==> src/rtl/spc_pkg.sv <==
package spc_pkg;

  // direction register image, bit 4 down to bit 0
  typedef struct packed {
    logic       clk_oe;
    logic [2:0] sel_oe;
    logic       dat_oe;
  } spc_dir_t;

  // drive register image, bit 6 down to bit 0
  typedef struct packed {
    logic [2:0] sel_out;
    logic       pol_low;
    logic       clk_lvl;
    logic       auto_en;
    logic       dat_out;
  } spc_drv_t;

  localparam int DIR_W = $bits(spc_dir_t);
  localparam int DRV_W = $bits(spc_drv_t);

  // level on the clock output for the current mode and pulse state
  function automatic logic clk_drive(input logic auto_en, input logic pol_low,
                                     input logic active, input logic lvl);
    logic pulse_lvl;
    pulse_lvl = active ? ~pol_low : pol_low;
    return auto_en ? pulse_lvl : lvl;
  endfunction

  // readback word built from synchronized pad levels
  function automatic logic [7:0] pack_levels(input logic clk_l, input logic dat_l,
                                             input logic [2:0] sel_l);
    return {1'b0, sel_l, 1'b0, clk_l, 1'b0, dat_l};
  endfunction

endpackage

==> src/rtl/spc_sync.sv <==
module spc_sync #(
  parameter int WIDTH = 5
) (
  input  logic             clk,
  input  logic             rst_n,
  input  logic [WIDTH-1:0] async_in,
  output logic [WIDTH-1:0] sync_out
);
  for (genvar g = 0; g < WIDTH; g++) begin : g_bit
    logic meta_q, stab_q;
    always_ff @(posedge clk or negedge rst_n) begin
      if (!rst_n) begin
        meta_q <= 1'b0;
        stab_q <= 1'b0;
      end else begin
        meta_q <= async_in[g];
        stab_q <= meta_q;
      end
    end
    assign sync_out[g] = stab_q;
  end
endmodule

==> src/rtl/spc_regs.sv <==
module spc_regs
  import spc_pkg::*;
(
  input  logic       clk,
  input  logic       rst_n,
  input  logic       wr_en,
  input  logic       wr_sel,
  input  logic [7:0] wr_data,
  output spc_dir_t   dir_q,
  output spc_drv_t   drv_q,
  output spc_drv_t   drv_d,
  output logic       drv_wr,
  output logic       pulse_start
);
  spc_dir_t dir_d;
  logic     dir_wr;

  assign dir_wr      = wr_en && !wr_sel;
  assign drv_wr      = wr_en && wr_sel;
  assign dir_d       = dir_wr ? spc_dir_t'(wr_data[DIR_W-1:0]) : dir_q;
  assign drv_d       = drv_wr ? spc_drv_t'(wr_data[DRV_W-1:0]) : drv_q;
  assign pulse_start = drv_wr && wr_data[1];

  always_ff @(posedge clk or negedge rst_n) begin
    if (!rst_n) begin
      dir_q <= '0;
      drv_q <= '0;
    end else begin
      dir_q <= dir_d;
      drv_q <= drv_d;
    end
  end
endmodule

==> src/rtl/spc_pulse.sv <==
module spc_pulse #(
  parameter int PULSE_LEN = 2
) (
  input  logic clk,
  input  logic rst_n,
  input  logic start,
  output logic active_d,
  output logic active_q,
  output logic restart
);
  localparam int CW = $clog2(PULSE_LEN + 1);

  logic [CW-1:0] cnt_q, cnt_d;

  always_comb begin
    if (start)
      cnt_d = CW'(PULSE_LEN);
    else if (cnt_q != '0)
      cnt_d = cnt_q - 1'b1;
    else
      cnt_d = cnt_q;
  end

  assign active_d = (cnt_d != '0);
  assign active_q = (cnt_q != '0);
  assign restart  = start && active_q;

  always_ff @(posedge clk or negedge rst_n) begin
    if (!rst_n) cnt_q <= '0;
    else        cnt_q <= cnt_d;
  end
endmodule

==> src/rtl/serial_pin_ctrl.sv <==
module serial_pin_ctrl
  import spc_pkg::*;
#(
  parameter int PULSE_LEN = 2
) (
  input  logic       clk,
  input  logic       rst_n,
  input  logic       wr_en,
  input  logic       wr_sel,
  input  logic [7:0] wr_data,
  output logic [7:0] rd_data,
  input  logic       clk_pin_i,
  output logic       clk_pin_o,
  output logic       clk_pin_oe,
  input  logic       dat_pin_i,
  output logic       dat_pin_o,
  output logic       dat_pin_oe,
  input  logic [2:0] sel_pin_i,
  output logic [2:0] sel_pin_o,
  output logic [2:0] sel_pin_oe
);
  localparam int NPAD = 5;

  spc_dir_t dir_q;
  spc_drv_t drv_q, drv_d;
  logic     drv_wr, pulse_start, pulse_active_d, pulse_active, pulse_restart;
  logic     clk_o_q;
  logic [NPAD-1:0] pad_raw, pad_sync;

  spc_regs u_regs (
    .clk        (clk),
    .rst_n      (rst_n),
    .wr_en      (wr_en),
    .wr_sel     (wr_sel),
    .wr_data    (wr_data),
    .dir_q      (dir_q),
    .drv_q      (drv_q),
    .drv_d      (drv_d),
    .drv_wr     (drv_wr),
    .pulse_start(pulse_start)
  );

  spc_pulse #(.PULSE_LEN(PULSE_LEN)) u_pulse (
    .clk     (clk),
    .rst_n   (rst_n),
    .start   (pulse_start),
    .active_d(pulse_active_d),
    .active_q(pulse_active),
    .restart (pulse_restart)
  );

  // clock output register follows the next-state of mode and counter
  always_ff @(posedge clk or negedge rst_n) begin
    if (!rst_n) clk_o_q <= 1'b0;
    else        clk_o_q <= clk_drive(drv_d.auto_en, drv_d.pol_low, pulse_active_d, drv_d.clk_lvl);
  end

  assign pad_raw = {clk_pin_i, sel_pin_i, dat_pin_i};

  spc_sync #(.WIDTH(NPAD)) u_sync (
    .clk     (clk),
    .rst_n   (rst_n),
    .async_in(pad_raw),
    .sync_out(pad_sync)
  );

  assign rd_data    = pack_levels(pad_sync[4], pad_sync[0], pad_sync[3:1]);
  assign clk_pin_o  = clk_o_q;
  assign clk_pin_oe = dir_q.clk_oe;
  assign dat_pin_o  = drv_q.dat_out;
  assign dat_pin_oe = dir_q.dat_oe;
  assign sel_pin_o  = drv_q.sel_out;
  assign sel_pin_oe = dir_q.sel_oe;
endmodule

==> config.mk <==
export PLATFORM = sky130hd
export DESIGN_NAME = serial_pin_ctrl
export DESIGN_NICKNAME = d
export VERILOG_FILES = /design/src/rtl/spc_pkg.sv /design/src/rtl/spc_sync.sv /design/src/rtl/spc_regs.sv /design/src/rtl/spc_pulse.sv /design/src/rtl/serial_pin_ctrl.sv
export SDC_FILE = /design/constraint.sdc
export NUM_CORES = 1
export LEC_CHECK = 0
export BUFFER_PORTS_ARGS = -buffer_cell sky130_fd_sc_hd__buf_2
export CAP_MARGIN = 40
export CORE_MARGIN = 2
export CORE_UTILIZATION = 35
export CTS_CLUSTER_SIZE = 30
export DETAILED_ROUTE_END_ITERATION = 12
export PLACE_DENSITY = 0.71
export SLEW_MARGIN = 20
export SYNTH_ARGS = -nofsm -noshare
export SYNTH_HDL_FRONTEND = slang
export SYNTH_SLANG_ARGS = --single-unit
export TNS_END_PERCENT = 30
==> constraint.sdc <==
create_clock -name clk -period 1.2 [get_ports clk]
set_input_delay 0.18 -clock clk [delete_from_list [all_inputs] [get_ports clk]]
set_output_delay 0.18 -clock clk [all_outputs]
set_load 0.01 [all_outputs]
Word level (Yosys, flattened, before mapping)
Cells that the tools add are included.
{ "op_classes": {"shifts": 0, "div_mod_pow": 0, "n_mux": 5, "magnitude_cmp": 0, "n_eq_ne": 0, "addsub": 1, "n_reduce_logical": 6, "multipliers": 0, "bitwise_logic": 1} }
{ "ops": {"columns": ["cell", "n"], "rows": [
  ["$mux W2", 2],
  ["$mux W4", 1],
  ["$reduce_bool A2 Y1", 2],
  ["$logic_and A1 B1 Y1", 3],
  ["$mux W1", 2],
  ["$sub A2 B1 Y2 const B", 1],
  ["$logic_not A1 Y1", 1],
  ["$not A1 Y1", 1]
]} }
{ "totals": {"output_inout_bits": 18, "mem_bits_ro": 0, "latch_bits": 0, "inputBits": 17, "mem_bits_rw": 0, "mem_count": 0, "elab_cells": 33, "regBits": 25} }

Logic depth before layout (Yosys ltp)
{ "logic_depth": {"ltp_word": 6, "ltp_mapped": 3, "mapped_depth_nobuf": 3} }

Modules after synthesis
A second synthesis with hierarchy kept.
{ "unflattened": {"hier_cells": 58, "area_unflattened_um2": 939.7} }
{ "by_module_without_submodules": {"columns": ["module", "area_each_um2", "seq_area_each_um2", "cells_per_inst", "instances"], "rows": [
  ["spc_regs", 491.7, 300.3, 28, 1],
  ["spc_sync", 287.8, 250.2, 15, 1],
  ["spc_pulse", 91.3, 50.0, 7, 1],
  ["serial_pin_ctrl", 68.8, 25.0, 8, 1]
]} }

Worst setup path after synthesis
No wires, ideal clock.
{ "synth_timing": {"kind": "register to register", "start": "register u_pulse.cnt_q[1]", "end": "register clk_o_q, in the netlist clk_pin_o", "arrival_time_ps": 770, "t_required_ps": 1118, "stages_incl_launch_ff": 4, "period_less_slack_ps": 852, "setup_ps": 82, "path_buffers": 0, "setup_slack_ps": 348, "path_cell_list": "dfrtp_1 > xnor2_1 > and2_1 > o22ai_1"} }
{ "synth_between": {"elab_chain_cells": 6, "word_cells_on_any_way": 7, "classes_between": "1 x add/sub; 4 x mux; 2 x reduce/logical"} }
{ "synth_lines": {"columns": ["element", "line", "text"], "rows": [
  ["start: declaration", "spc_pulse.sv:13", "logic [CW-1:0] cnt_q, cnt_d;"],
  ["start signal: assignment", "spc_pulse.sv:30", "else cnt_q <= cnt_d;"],
  ["$sub A2 B1 Y2 or $reduce_bool A2 Y1 (tied branches)", null, null],
  ["$mux W2 (*)", "spc_pulse.sv:18", "else if (cnt_q != '0)"],
  ["$mux W2 (*)", "spc_pulse.sv:16", "if (start)"],
  ["$reduce_bool A2 Y1 (*)", "spc_pulse.sv:24", "assign active_d = (cnt_d != '0);"],
  ["$mux W1 (*)", "spc_pkg.sv:26", "pulse_lvl = active ? ~pol_low : pol_low;"],
  ["$mux W1 (*)", "spc_pkg.sv:27", "return auto_en ? pulse_lvl : lvl;"],
  ["end signal: assignment", "serial_pin_ctrl.sv:55", "else clk_o_q <= clk_drive(drv_d.auto_en, drv_d.pol_low, pulse_active_d, drv_d.clk_lvl);"],
  ["end: declaration", "serial_pin_ctrl.sv:27", "logic clk_o_q;"]
]} }
Every way passes the cells marked *; elsewhere a longest branch is shown, timed or not.
A chain may end at the register's enable or synchronous reset.

Final worst setup path
{ "layout_timing": {"start": "register, netlist name u_regs.drv_q[0]", "end": "output port dat_pin_o"} }
{ "layout_lines": {"columns": ["element", "line", "text"], "rows": [
  ["end: declaration", "serial_pin_ctrl.sv:16", "output logic dat_pin_o,"]
]} }
No word-level cell between the ends.

==> summary.md <==
| Metric | Value |
|---|---|
| Status | `finished clean` |
| Wire length of the first global-routing pass | `roughly 2500 um` |
| Worst skew pair latency | `0.31 ns` |
| Post-DP HPWL | `between 1000 and 1500 um` |
| Area Growth Syn to Fin | `21.5%` |
| Initial DRC count | `0` |
| Number of filler cells placed in the layout | `227` |
| RSZ-0062 raised after global routing | `false` |
| Multi-input gate area | `approximately 230 um2` |
| Final worst path period need | `1.04 ns` |
| Vias in the first global route | `approximately 580` |
| Synth Register Bits | `25` |
| # DRC | `0` |
| Worst hold path class | `primary input to register` |
| Max Slew Vio Count | `0` |
| Slowest-stage cell, CP | `dfrtp_1` |
| Antenna Cells | `0` |
| Synth Warn # | `0` |
| Max IR drop VDD | `approximately 1.0 mV` |
| Setup-failing EPs final | `0` |
| Initial Util | `37.2%` |
| H-tree depth | `1` |
| Avg WL per Cell | `approximately 12 um` |
| Port bufs | `30` |
| Startpoint types | `register` |
| Final Util | `between 40% and 50%` |
| Drt pass-1 iters | `1` |
| Slew headroom | `between 60% and 70%` |
| Skew final | `0.00621 ns` |
| Max frequency | `963 MHz` |
| Fraction of layout instances using a drive strength above 1 | `~53%` |
| CTS tree | `built` |
| Crit path cell chain | `buf_2` |
| CP Max Fanout | `2` |
| Initial antenna violation count | `0` |
| Routed WL | `between 1000 and 1500 um` |
| Die area | `3080 um2` |
| Worst Path Buf+Inv | `1` |
| Pin count of the biggest net entering global routing | `26` |
| Leading cell types in the layout, fill and taps excluded | `30 x buf_2, 25 x dfrtp_1, 12 x mux2_2, 6 x dlygate4sd3_1` |
| Delay-heaviest family, CP | `flip-flops` |
| Arr. time, crit path | `between 0.8 and 0.9 ns` |
| Leakage power | `between 0.5 and 0.6 nW` |
| Die Ht | `around 56 um` |
| Post-CTS setup buffers | `0` |
| Area leader, netlist | `dfrtp_1` |
| Clock Sinks | `25` |
| Sequential fraction of the synthesis area | `67.3%` |
| Clk slew on worst S/H paths | `~0.13 ns` |
| Die Width | `55.5 um` |
| Commonest non-fill, non-tap cell in the layout | `buf_2` |
| Cts repair resizes | `0` |
| Synth Instances | `60` |
| Tot GR Track Use | `between 10% and 20%` |
| Top cells by area, synth | `dfrtp_1 67%, mux2_2 15%, buf_4 8.9%` |
| Max cap viols | `0` |
| Core Region | `roughly 2500 um2` |
| Worst endpoint required time | `between 1 and 1.5 ns` |
| Placer Congestion | `between 0.7 and 0.8` |
| # rows | `18` |
| Worst-Margin Slew | `between 0.5 and 0.6 ns` |
| Post-layout nets | `roughly 110` |
| ANT nets after route | `0` |
| FF+latch area | `roughly 630 um2` |
| Grt ovf | `0` |
| Io pins | `35` |
| CTS Buf Count | `3` |
| Final hold vios | `0` |
| Setup TNS | `0 ns` |
| Max Buffers Root-to-Sink | `2` |
| Via count | `about 550` |
| Final Cycle Share | `about 87%` |
| Worst setup EP type | `primary output` |
| Slowest stage delay, CP | `0.40 ns` |
| Power per cell area | `1400 nW/um2` |
| Post-synth cell types | `14` |
| Via density | `between 4 and 5` |
| Avg Inst Size Synth | `roughly 15 um2` |
| Post-synth top area share | `around two thirds` |
| CP Class | `register to primary output` |
| CTS root buf | `clkbuf_4` |
| Post-Syn Area | `~930 um2` |
-- routing by layer --
layer  vias to the layer above  GRT usage, %  part of all wire (%)  routed length, um
li1                        250             -                     -                  -
met1                       269          12.0                    44                631
met2                        23          17.2                    47                665
met3                         4          3.51                   6.3                 89
met4                         0          6.27                   2.4                 34
met5                         -             0                     0                  0
-- metrics by stage --
step                      setup slack, ns  hold slack [ns]  power, mW  instances  cell area, um2
after floorplan                     0.348           -0.116       1.14         62             937
after global placement              0.268            0.177       1.22        111            1040
after detailed placement            0.245            0.188       1.23        111            1040
after CTS                           0.148           0.0776       1.61        121            1130
after global routing                0.110           0.0667       1.68        121            1130
final                               0.161           0.0863       1.58        121            1130
-- state kept, by name, indices dropped and copies added, names as in the netlist --
register / cells
clk_pin_o: 1
u_regs.dir_q: 5
u_pulse.cnt_q: 2
u_sync.g_bit.stab_q: 5
u_sync.g_bit.meta_q: 5
u_regs.drv_q: 7
-- layout make-up --
class,count,share of cell area (%)
clock buffers,3,1.99
clock inverters,1,0.443
inverters,1,0.332
multi-input cells,25,19.9
flip-flops and latches,25,55.4
well taps,30,3.32
repair buffers,36,18.6
-- cell families after synthesis --
group / Yosys count / synth area share (%)
AOI/OAI and AO/OA: 5 / 3.77
xor gates and xnor gates: 1 / 0.942
buffers and inverters: 12 / 9.29
DFF: 25 / 67.3
muxes: 12 / 14.5
other: 1 / 0.403
and+or+nand+nor: 4 / 3.77
-- timing repair --
item                                    4_1_cts  5_1_grt
endpoints found under the setup margin        0        0
hold endpoints to repair                     30        0
hold buffers                                  6        0
-- cells in the mapped netlist, drive strengths merged --
cell type and number:
dfrtp 25, mux2 12, buf 11, nand2 2, o21ai 2, a311oi 1, a32o 1, and2 1
conb 1, inv 1, nand2b 1, o22ai 1, xnor2 1
-- power by group --
part           leakage [nW]  total [mW]  internal, mW  switching, mW
Clock                0.0177       0.360         0.125          0.236
Combinational         0.234       0.256         0.137          0.119
Sequential            0.296       0.964         0.928         0.0359
-- worst register-to-register path: stages, from the launching register on --
cell and delay (ns):
dfrtp_1 0.43, xnor2_1 0.13, and2_1 0.15, o22ai_1 0.15
-- worst paths after layout --
check | startpoint | endpoint | slack [ns] | depth (start not counted)
max in group asynchronous | rst_n | clk_pin_o$_DFF_PN0_ | 0.49 | 2
worst min register to register | u_sync.g_bit[4].meta_q$_DFF_PN0_ | u_sync.g_bit[4].stab_q$_DFF_PN0_ | 0.36 | 0
worst max-delay path | u_regs.drv_q[0]$_DFFE_PN0N_ | dat_pin_o | 0.16 | 1
worst min-delay path | wr_data[5] | u_regs.drv_q[5]$_DFFE_PN0N_ | 0.09 | 2
min in group asynchronous | rst_n | u_pulse.cnt_q[1]$_DFF_PN0_ | 0.36 | 2
worst max register to register | u_pulse.cnt_q[1]$_DFF_PN0_ | clk_pin_o$_DFF_PN0_ | 0.27 | 3
Note: power is estimated with default switching activity, not from simulation.
